--- src/rtl/rfe_pkg.sv ---
package rfe_pkg;
  typedef enum logic {
    PH_READ  = 1'b0,
    PH_WBACK = 1'b1
  } rf_phase_e;
endpackage

--- src/rtl/rfe_rst_sync.sv ---
module rfe_rst_sync (
  input  logic clk,
  input  logic rst_n,
  output logic rst_n_sync
);
  logic [1:0] sync_q;

  always_ff @(posedge clk or negedge rst_n) begin
    if (!rst_n) sync_q <= 2'b00;
    else        sync_q <= {sync_q[0], 1'b1};
  end

  assign rst_n_sync = sync_q[1];
endmodule

--- src/rtl/rfe_store.sv ---
module rfe_store #(
  parameter int ADDR_W = 4,
  parameter int DATA_W = 8
) (
  input  logic              clk,
  input  logic              we,
  input  logic [ADDR_W-1:0] addr,
  input  logic [DATA_W-1:0] wdata,
  output logic [DATA_W-1:0] rdata
);
  localparam int DEPTH = 1 << ADDR_W;

  logic [DATA_W-1:0] cells [DEPTH];

  always_ff @(posedge clk) begin
    if (we) cells[addr] <= wdata;
  end

  assign rdata = cells[addr];
endmodule

--- src/rtl/rfe_walker.sv ---
module rfe_walker
  import rfe_pkg::*;
#(
  parameter int ADDR_W = 4,
  parameter int DATA_W = 8
) (
  input  logic              clk,
  input  logic              rst_n,
  input  logic              slot,
  input  logic              host_wr,
  input  logic [ADDR_W-1:0] host_addr,
  input  logic [DATA_W-1:0] mem_rdata,
  output logic [ADDR_W-1:0] rf_addr,
  output rf_phase_e         rf_phase,
  output logic [DATA_W-1:0] rf_wdata,
  output logic              rf_wr,
  output logic              wrap
);
  localparam logic [ADDR_W-1:0] LAST_ADDR = {ADDR_W{1'b1}};

  logic [ADDR_W-1:0] addr_q, addr_d;
  rf_phase_e         phase_q, phase_d;
  logic [DATA_W-1:0] hold_q;
  logic              hold_en;
  logic              hazard;
  logic              advance;

  always_comb begin
    hazard  = host_wr && (phase_q == PH_WBACK) && (host_addr == addr_q);
    hold_en = slot && (phase_q == PH_READ);
    rf_wr   = slot && (phase_q == PH_WBACK) && !hazard;
    advance = (phase_q == PH_WBACK) && (hazard || slot);
    wrap    = advance && (addr_q == LAST_ADDR);
    addr_d  = addr_q;
    phase_d = phase_q;
    if (hold_en) begin
      phase_d = PH_WBACK;
    end else if (advance) begin
      phase_d = PH_READ;
      addr_d  = addr_q + 1'b1;
    end
  end

  always_ff @(posedge clk or negedge rst_n) begin
    if (!rst_n) begin
      addr_q  <= '0;
      phase_q <= PH_READ;
    end else begin
      addr_q  <= addr_d;
      phase_q <= phase_d;
    end
  end

  always_ff @(posedge clk) begin
    if (hold_en) hold_q <= mem_rdata;
  end

  assign rf_addr  = addr_q;
  assign rf_phase = phase_q;
  assign rf_wdata = hold_q;

  // a completed write-back moves to the next word
  a_r4_step_after_wback: assert property (@(posedge clk) disable iff (!rst_n)
    rf_wr |=> (addr_q == $past(addr_q) + 1'b1) && (phase_q == PH_READ));

  // the pass restarts at word zero
  a_r8_wrap_to_zero: assert property (@(posedge clk) disable iff (!rst_n)
    wrap |=> (addr_q == '0) && (phase_q == PH_READ));
endmodule

--- src/rtl/rfe_deadline.sv ---
module rfe_deadline
  import rfe_pkg::*;
#(
  parameter int ADDR_W         = 4,
  parameter int REFRESH_PERIOD = 64
) (
  input  logic              clk,
  input  logic              rst_n,
  input  logic [ADDR_W-1:0] rf_addr,
  input  rf_phase_e         rf_phase,
  input  logic              wrap,
  output logic              urgent
);
  localparam int DEPTH = 1 << ADDR_W;
  localparam int CNT_W = $clog2(REFRESH_PERIOD + 1);
  localparam logic [CNT_W-1:0] CNT_MAX = CNT_W'(REFRESH_PERIOD);

  logic [CNT_W-1:0] elapsed_q, elapsed_d;
  logic [31:0]      remaining;
  logic [31:0]      needed;

  always_comb begin
    remaining = 2 * (32'(DEPTH) - 32'(rf_addr));
    if (rf_phase == PH_WBACK) remaining = remaining - 32'd1;
    needed = 32'(elapsed_q) + remaining;
    urgent = (needed >= 32'(REFRESH_PERIOD));
    if (wrap)                     elapsed_d = '0;
    else if (elapsed_q != CNT_MAX) elapsed_d = elapsed_q + 1'b1;
    else                          elapsed_d = elapsed_q;
  end

  always_ff @(posedge clk or negedge rst_n) begin
    if (!rst_n) elapsed_q <= '0;
    else        elapsed_q <= elapsed_d;
  end

  // once behind, the refresh stays in charge until the pass wraps
  a_r6_urgent_holds: assert property (@(posedge clk) disable iff (!rst_n)
    (urgent && !wrap) |=> urgent);

  // a wrap always restarts the budget clear of urgency
  a_r8_wrap_clears: assert property (@(posedge clk) disable iff (!rst_n)
    wrap |=> !urgent);
endmodule

--- src/rtl/refresh_engine.sv ---
module refresh_engine
  import rfe_pkg::*;
#(
  parameter int ADDR_W         = 4,
  parameter int DATA_W         = 8,
  parameter int REFRESH_PERIOD = 64
) (
  input  logic              clk,
  input  logic              rst_n,
  input  logic              host_valid,
  output logic              host_ready,
  input  logic              host_we,
  input  logic [ADDR_W-1:0] host_addr,
  input  logic [DATA_W-1:0] host_wdata,
  output logic [DATA_W-1:0] host_rdata,
  output logic              host_rvalid,
  output logic              rf_urgent,
  output logic              sweep_done
);
  logic              rst_ok;
  logic              host_fire, host_wr, host_rd, slot;
  logic [ADDR_W-1:0] rf_addr;
  rf_phase_e         rf_phase;
  logic [DATA_W-1:0] rf_wdata;
  logic              rf_wr;
  logic              wrap;
  logic              mem_we;
  logic [ADDR_W-1:0] mem_addr;
  logic [DATA_W-1:0] mem_wdata, mem_rdata;
  logic              urgent;
  logic [DATA_W-1:0] rdata_q;
  logic              rvalid_q;

  rfe_rst_sync u_rst (.clk(clk), .rst_n(rst_n), .rst_n_sync(rst_ok));

  always_comb begin
    host_ready = rst_ok && !urgent;
    host_fire  = host_valid && host_ready;
    host_wr    = host_fire && host_we;
    host_rd    = host_fire && !host_we;
    slot       = rst_ok && !host_fire;
    mem_we     = host_wr || rf_wr;
    mem_addr   = host_fire ? host_addr  : rf_addr;
    mem_wdata  = host_fire ? host_wdata : rf_wdata;
  end

  rfe_walker #(.ADDR_W(ADDR_W), .DATA_W(DATA_W)) u_walk (
    .clk(clk), .rst_n(rst_ok), .slot(slot), .host_wr(host_wr),
    .host_addr(host_addr), .mem_rdata(mem_rdata), .rf_addr(rf_addr),
    .rf_phase(rf_phase), .rf_wdata(rf_wdata), .rf_wr(rf_wr), .wrap(wrap)
  );

  rfe_deadline #(.ADDR_W(ADDR_W), .REFRESH_PERIOD(REFRESH_PERIOD)) u_dl (
    .clk(clk), .rst_n(rst_ok), .rf_addr(rf_addr), .rf_phase(rf_phase),
    .wrap(wrap), .urgent(urgent)
  );

  rfe_store #(.ADDR_W(ADDR_W), .DATA_W(DATA_W)) u_mem (
    .clk(clk), .we(mem_we), .addr(mem_addr), .wdata(mem_wdata),
    .rdata(mem_rdata)
  );

  always_ff @(posedge clk or negedge rst_ok) begin
    if (!rst_ok) rvalid_q <= 1'b0;
    else         rvalid_q <= host_rd;
  end

  always_ff @(posedge clk) begin
    if (host_rd) rdata_q <= mem_rdata;
  end

  assign host_rdata  = rdata_q;
  assign host_rvalid = rvalid_q;
  assign rf_urgent   = urgent;
  assign sweep_done  = wrap;

  // read data one cycle after acceptance, never after a write
  a_r2_read_latency: assert property (@(posedge clk) disable iff (!rst_ok)
    (host_valid && host_ready) |=> (host_rvalid == !$past(host_we)));

  // host and refresh never both drive the array
  a_r5_single_owner: assert property (@(posedge clk) disable iff (!rst_ok)
    (host_valid && host_ready) |-> !rf_wr);

  // a host write on the held word cancels its write-back
  a_r7_drop_stale: assert property (@(posedge clk) disable iff (!rst_ok)
    (host_wr && (rf_phase == PH_WBACK) && (host_addr == rf_addr))
      |=> (rf_phase == PH_READ) && !rf_wr);
endmodule

--- config.mk ---
export PLATFORM = sky130hd
export DESIGN_NAME = refresh_engine
export DESIGN_NICKNAME = d
export VERILOG_FILES = /design/src/rtl/rfe_pkg.sv /design/src/rtl/rfe_rst_sync.sv /design/src/rtl/rfe_store.sv /design/src/rtl/rfe_walker.sv /design/src/rtl/rfe_deadline.sv /design/src/rtl/refresh_engine.sv
export SDC_FILE = /design/constraint.sdc
export NUM_CORES = 1
export LEC_CHECK = 0
export ABC_AREA = 1
export CAP_MARGIN = 5
export CELL_PAD_IN_SITES_DETAIL_PLACEMENT = 1
export CELL_PAD_IN_SITES_GLOBAL_PLACEMENT = 1
export CORE_ASPECT_RATIO = 2
export CORE_MARGIN = 5
export CORE_UTILIZATION = 43
export DETAILED_ROUTE_END_ITERATION = 10
export GPL_ROUTABILITY_DRIVEN = 0
export GPL_TIMING_DRIVEN = 0
export PLACE_DENSITY_LB_ADDON = 0.2
export SYNTH_ARGS = -nofsm -noshare
export SYNTH_HDL_FRONTEND = slang
export SYNTH_HIERARCHICAL = 1
export SYNTH_SLANG_ARGS = --single-unit
export TNS_END_PERCENT = 20
--- constraint.sdc ---
create_clock -name clk -period 4.55 [get_ports clk]
set_input_delay 0.6825 -clock clk [delete_from_list [all_inputs] [get_ports clk]]
set_output_delay 0.6825 -clock clk [all_outputs]
set_load 0.02 [all_outputs]
### After elaboration in Yosys (flattened, before gate mapping)

Memory sizes are Yosys's and may differ from the RTL's.
Cells that the tools add are included.

* bits in registers: 31
* latch bits: 0
* memory bits (writable): 128
* bits in read-only memories: 0
* input bits: 16
* output and inout port bits: 12
* logic and storage cells: 49
* memories: 1

* add/subtract/negate cells: 5
* $mul: 0
* div/mod/pow operators: 0
* order comparisons: 1
* equal/unequal tests: 3
* shift operators: 0
* muxes and demuxes: 9
* bitwise gates (word level): 2
* reduce and logical (&&, ||, !) cells: 21

Memory list
* u_mem.cells: depth 16, width 8, rd ports 1, clocked after memory_dff 0, wr ports 1, RTL line rfe_store.sv:13 `logic [DATA_W-1:0] cells [DEPTH];`

Operator list (number)
* adder 7 x 32 -> 32 bit: 1
* >= comparator 32 x 7 -> 1 bit, second input constant: 1
* two-way mux 32 bit: 1
* subtractor 32 x 1 -> 32 bit, second input constant: 1
* two-way mux 7 bit: 2
* logical AND 1 bit: 12
* two-way mux 8 bit: 1
* adder 7 x 1 -> 7 bit, second input constant: 1
* inequality test 7 bit, second input constant: 1
* subtractor 5 x 4 -> 6 bit, first input constant: 1
* adder 4 x 1 -> 4 bit, second input constant: 1
* == test 4 bit: 1
* == test 4 bit, second input constant: 1
* zero test 1 bit: 4
* two-way mux 1 bit: 4
* two-way mux 4 bit: 1
* nonzero test 2 bit: 2
* logical OR 1 bit: 2
* NOT 1 bit: 2
* AND reduction 2 bit: 1

### Depth between registers and ports, before layout

* depth after elaboration: 16
* mapped depth: 36
* gate-level depth less buffers: 34

### Hierarchy

The synthesis kept the hierarchy.

Modules (own cells, without submodules)
* rfe_store: times used 1, cells each 540, area each 5432.7 µm², sequential area each 3843.7 µm²
* rfe_deadline: times used 1, cells each 137, area each 988.4 µm², sequential area each 175.2 µm²
* rfe_walker: times used 1, cells each 59, area each 596.8 µm², sequential area each 365.4 µm²
* refresh_engine: times used 1, cells each 59, area each 506.7 µm², sequential area each 265.3 µm²
* rfe_rst_sync: times used 1, cells each 3, area each 53.8 µm², sequential area each 50.0 µm²

### Worst setup path after synthesis

Ideal clock, no wire load.

* path kind: register to output
* from: register u_walk.addr_q[0], in the netlist u_walk/rf_addr[0]
* to: output sweep_done
* data arrival time: 4.181 ns
* data required time: 3.868 ns
* setup slack: -0.314 ns
* cell stages (with the launch flop): 28
* path buffers: 0
* cells stage by stage: dfrtp_1 inv_1 ha_1 nor2_1 nand2_1 xor2_1 ha_1 nand2_1 nor2_1 nand2_1 nand2_1 nand3_2 a21boi_1 ha_1 nand2_1 nor2_1 nand2_1 nor2_1 nand2_1 nor2_1 nand3_1 inv_1 nand4_1 inv_1 nand3_1 nor2_4 nand2_4 a21oi_1

* cells in the longest elaborated chain, start to end: 14
* elaborated cells between the ends (all ways): 18
* classes of those cells: add/sub: 3; order compare: 1; eq/ne: 2; mux: 1; reduce/logical: 11

Ends and longest elaborated chain
* start, declared: RTL line rfe_walker.sv:21 `logic [ADDR_W-1:0] addr_q, addr_d;`
* start signal, assigned: RTL line rfe_walker.sv:49 `addr_q <= addr_d;`
* subtractor 5 x 4 -> 6 bit *: RTL line rfe_deadline.sv:23 `remaining = 2 * (32'(DEPTH) - 32'(rf_addr));`
* subtractor 32 x 1 -> 32 bit: RTL line rfe_deadline.sv:24 `if (rf_phase == PH_WBACK) remaining = remaining - 32'd1;`
* two-way mux 32 bit *: RTL line rfe_deadline.sv:24
* adder 7 x 32 -> 32 bit *: RTL line rfe_deadline.sv:25 `needed = 32'(elapsed_q) + remaining;`
* >= comparator 32 x 7 -> 1 bit *: RTL line rfe_deadline.sv:26 `urgent = (needed >= 32'(REFRESH_PERIOD));`
* named net rf_urgent: RTL line refresh_engine.sv:17 `output logic rf_urgent,`
* zero test 1 bit *: RTL line refresh_engine.sv:37 `host_ready = rst_ok && !urgent;`
* logical AND 1 bit *: RTL line refresh_engine.sv:37
* logical AND 1 bit *: RTL line refresh_engine.sv:38 `host_fire = host_valid && host_ready;`
* logical AND 1 bit *: RTL line refresh_engine.sv:39 `host_wr = host_fire && host_we;`
* named net host_wr: RTL line refresh_engine.sv:21 `logic host_fire, host_wr, host_rd, slot;`
* logical AND 1 bit * (2 in a row): RTL line rfe_walker.sv:29 `hazard = host_wr && (phase_q == PH_WBACK) && (host_addr == addr_q);`
* logical OR 1 bit *: RTL line rfe_walker.sv:32 `advance = (phase_q == PH_WBACK) && (hazard || slot);`
* logical AND 1 bit *: RTL line rfe_walker.sv:32
* logical AND 1 bit *: RTL line rfe_walker.sv:33 `wrap = advance && (addr_q == LAST_ADDR);`
* end, declared: RTL line refresh_engine.sv:18 `output logic sweep_done`

The timed path passes the listed nets; every way through them passes the cells marked *.

### Final worst setup path

* from: register u_walk.addr_q[0], in the netlist u_walk/rf_addr[0]
* to: output sweep_done

* cells in the longest elaborated chain, start to end: 14
* elaborated cells between the ends (all ways): 18
* classes of those cells: add/sub: 3; order compare: 1; eq/ne: 2; mux: 1; reduce/logical: 11

Ends and longest elaborated chain (RTL line)
* subtractor 5 x 4 -> 6 bit *: rfe_deadline.sv:23
* subtractor 32 x 1 -> 32 bit: rfe_deadline.sv:24
* two-way mux 32 bit *: rfe_deadline.sv:24
* adder 7 x 32 -> 32 bit *: rfe_deadline.sv:25
* >= comparator 32 x 7 -> 1 bit *: rfe_deadline.sv:26
* zero test 1 bit *: refresh_engine.sv:37
* logical AND 1 bit *: refresh_engine.sv:37
* logical AND 1 bit *: refresh_engine.sv:38
* logical AND 1 bit *: refresh_engine.sv:39
* named net host_wr: refresh_engine.sv:21
* logical AND 1 bit * (2 in a row): rfe_walker.sv:29
* logical OR 1 bit *: rfe_walker.sv:32
* logical AND 1 bit *: rfe_walker.sv:32
* logical AND 1 bit *: rfe_walker.sv:33

Marks and branches as above.

==> out/qor.txt <==
=================================================================================================================
Fill cell total of the finished layout                                                                       1868
Launch instance of the worst min-delay path                                                          u_rst/sync_q[0]
Area added between synthesis and finish                                                                    33.20%
Met1 Wirelength                                                                                           8184 µm
CP peak stage delay                                                                                       0.43 ns
Type of the most critical hold path                                                                  register to register
Initial Utilization                                                                                        43.88%
Wirelength, routed                                                                                       24910 µm
Routed via count divided by cell count                                                                      5.368
Final Cell Area                                                                                         10090 µm²
CP Class                                                                                             register to output port
Number of nets still failing antenna checks after routing                                                       0
Area fraction in and, or, nand and nor cells after synthesis                                               27.04%
Clock network latency to the later pin of the worst-skew pair                                             0.42 ns
Critical path endpoint category                                                                       output port
DP Area                                                                                                  8274 µm²
Arithmetic-cell share of the synthesized area counting full adders, half adders and majority gates         3.401%
Crit path top cell by count                                                                               nand2_1
Net count after synthesis                                                                                     834
Number of enable flip-flop cells after synthesis                                                              144
Reg2reg path depth                                                                                             39
Count of inserted antenna diode cells                                                                           0
Fraction of the yosys area taken by sequential cells                                                       62.01%
DR WL/cell                                                                                               22.24 µm
Hold Vio Cnt, Final                                                                                             0
Crit start category                                                                                      register
Total negative setup slack                                                                              -47.53 ns
Port-buffer cells                                                                                              27
Final cycle utilization of the critical path                                                               110.2%
Worst clock skew                                                                                       0.01212 ns
Buffer depth of the longest clock path                                                                          2
Max Freq                                                                                                199.4 MHz
Final-report max-slew violation count                                                                           0
Share of async-settable or async-resettable flops after synthesis                                          9.434%
Fraction of layout instances using a drive strength above 1                                                28.90%
DR top layer                                                                                                 met4
Final core occ                                                                                             58.45%
Dominant delay contributor by cell family on the critical path                                       simple AND/OR/NAND/NOR gates
Placeable core region                                                                                   17270 µm²
Cell types with the highest counts after synthesis                                                   420 x nand2_1, 144 x edfxtp_1, 50 x inv_1, 43 x nor2_1, 20 x nand3_1
Number of setup violations in the final report                                                                156
Worst r2r src                                                                                        u_walk/rf_addr[0]
Largest net degree at the start of global routing                                                              20
Min Tclk post-route                                                                                      5.016 ns
R2R Path End                                                                                         host_rdata[7]
Number of clock sinks                                                                                         159
Count of TritonRoute iterations in the first routing pass                                                       5
Wire length on met2                                                                                      14480 µm
Mean instance size in the synthesized netlist                                                           9.497 µm²
Die span in y                                                                                            197.7 µm
Worst hold path cell count                                                                                      0
Largest fanout on the critical path                                                                             8
Compound-gate portion of the synthesized area                                                              1.370%
Failing checks                                                                                       negative setup slack
Met3 WL post-DR                                                                                            798 µm
Flop2flop setup slack                                                                                    -0.38 ns
Arrival time reported for the critical path endpoint                                                      4.33 ns
Number of antenna violations at the first check in global routing                                               0
Worst Path Required                                                                                       3.87 ns
Clock tree root driver cell                                                                             clkbuf_16
H-tree levels                                                                                                   4
End point of the most critical hold path                                                             u_rst/sync_q[1]
Hold-fix buffer count after cts                                                                                 0
Dominant combinational cell family by area after synthesis                                           simple AND/OR/NAND/NOR gates
Actual transition at the worst max-transition pin                                                       0.9847 ns
Chip width                                                                                               103.9 µm
Final worst slack                                                                                      -0.4658 ns
GRT Util Overall                                                                                           22.71%
Number of I/O pins                                                                                             28
Sum of overflow across all layers after global routing                                                          0
Prevailing post-synth register cell                                                                      edfxtp_1
Count of buffer and inverter cells on the critical path                                                         4
Fraction of synthesized area in multiplexers                                                                   0%
Cts bufs inserted                                                                                              17
Area leader, netlist                                                                                     edfxtp_1
Area enclosed by the die boundary                                                                       20540 µm²
Number of synthesized register bits                                                                           159
# rows                                                                                                         68
Yosys cell types                                                                                               32
Number of remaining DRC errors                                                                                  0
Count of max-cap constraint violations                                                                          0
Run status                                                                                           finished with violations
Xor and xnor area share after synthesis                                                                    1.387%
Starting DRT DRC Count                                                                                        308
Biggest area contributors in the synthesized netlist                                                 edfxtp_1 57%, nand2_1 21%, dfrtp_1 5.0%, ha_1 3.1%, inv_1 2.5%
Fin nets                                                                                                      934
Cell area after technology mapping                                                                       7579 µm²
Cells after Synth                                                                                             798
Overall via count from detail_route                                                                          6012
CTS tree                                                                                                      yes
Vias in the first global route                                                                               6496
Clock-pin transition on the worst setup and hold timing paths                                             0.06 ns
Cell with the biggest individual delay on the critical path                                               dfrtp_2
Slew Limit Headroom                                                                                        34.11%
YS warnings                                                                                                     6
First-pass GRT wire length                                                                               35440 µm
Synth top area share                                                                                       57.06%
Hold WS                                                                                                 0.3581 ns
Detailed placement HPWL                                                                                  15630 µm
Critical Path Source                                                                                 u_walk/rf_addr[0]
Setup repair after global routing missed its margin                                                           yes
Library cell with the highest instance count after synthesis                                              nand2_1
=================================================================================================================
==> worst max path at each step <==
| stage | endpoint | slack, ns | cells past startpoint |
|---|---|---|---|
| 2_1_floorplan | u_mem/cells[5][0] | 0.01 | 30 |
| 3_3_place_gp | sweep_done | -1.01 | 26 |
| 3_5_place_dp | sweep_done | -1.18 | 26 |
| 4_1_cts | sweep_done | -0.38 | 28 |
| 5_1_grt | sweep_done | -0.68 | 28 |
| 6_report | sweep_done | -0.47 | 28 |
==> state kept, by name (all words and copies together), names as in the netlist <==
signal           flops
host_rdata           8
host_rvalid          1
u_dl/elapsed_q       7
u_mem/cells        128
u_rst/sync_q         2
u_walk/rf_addr       4
u_walk/rf_phase      1
u_walk/rf_wdata      8
==> worst register-to-register path, delay by kind of cell, from the launching register on <==
family / cells / cell delay (ns)
AND/OR/NAND/NOR: 24 / 2.09
buffers and inverters: 10 / 1.16
adder cells (fa/ha/maj): 2 / 0.62
flip-flops: 1 / 0.43
XOR/XNOR: 2 / 0.34
AO/OA/AOI/OAI: 1 / 0.17
==> layout by cell type (no fill, tap or decap), types with 14 or more instances in the layout <==
cell type	netlist	final
nand2_1	420	335
edfxtp_1	144	144
nand2_2	0	68
buf_4	7	40
inv_1	50	34
clkdlybuf4s50_1	0	24
nor2_4	1	21
nor2_1	43	21
clkbuf_16	0	19
ha_1	19	17
inv_2	2	16
buf_6	2	15
nand2_4	2	15
nand4_1	14	14
nand3_1	20	14
==> layout make-up <==
type	count	area (µm²)	share of cell area, %
Timing Repair Buffer	83	909.6	9.011
Multi-Input combinational cell	559	3142	31.12
Clock buffer	22	444.2	4.400
Inverter	54	221.5	2.194
Sequential cell	159	4705	46.60
Clock inverter	9	135.1	1.339
Buffer	24	275.3	2.727
Tap cell	210	262.8	2.603
==> metrics by stage <==
step	instances	setup slack, ns
3_3_place_gp	1035	-1.009
2_1_floorplan	798	0.01400
3_5_place_dp	1035	-1.175
6_report	1120	-0.4658
4_1_cts	1100	-0.3829
5_1_grt	1120	-0.6786
==> what timing repair did <==
| action | in CTS | in global routing |
|---|---|---|
| buffers inserted | 31 | 21 |
| resized for setup | 120 | 112 |
| gates cloned | 3 | 2 |
| setup endpoints to repair | 304 | 296 |
| pin swaps | 36 | 53 |
==> layer usage <==
metal	global-route usage (%)	vias to the layer above
met1	21.83	3005
met3	3.458	64
met5	0	-
li1	-	2774
met4	13.59	0
met2	44.41	169
==> cells by family after synthesis <==
kind of cell	Yosys count
other cells	1
fa+ha+maj	20
simple gates	509
xor+xnor	12
flops	159
compound gates	17
buf+inv	80
Power is not shown: default switching activity piles up to over one toggle a cycle in this logic, so the estimate is an artifact.
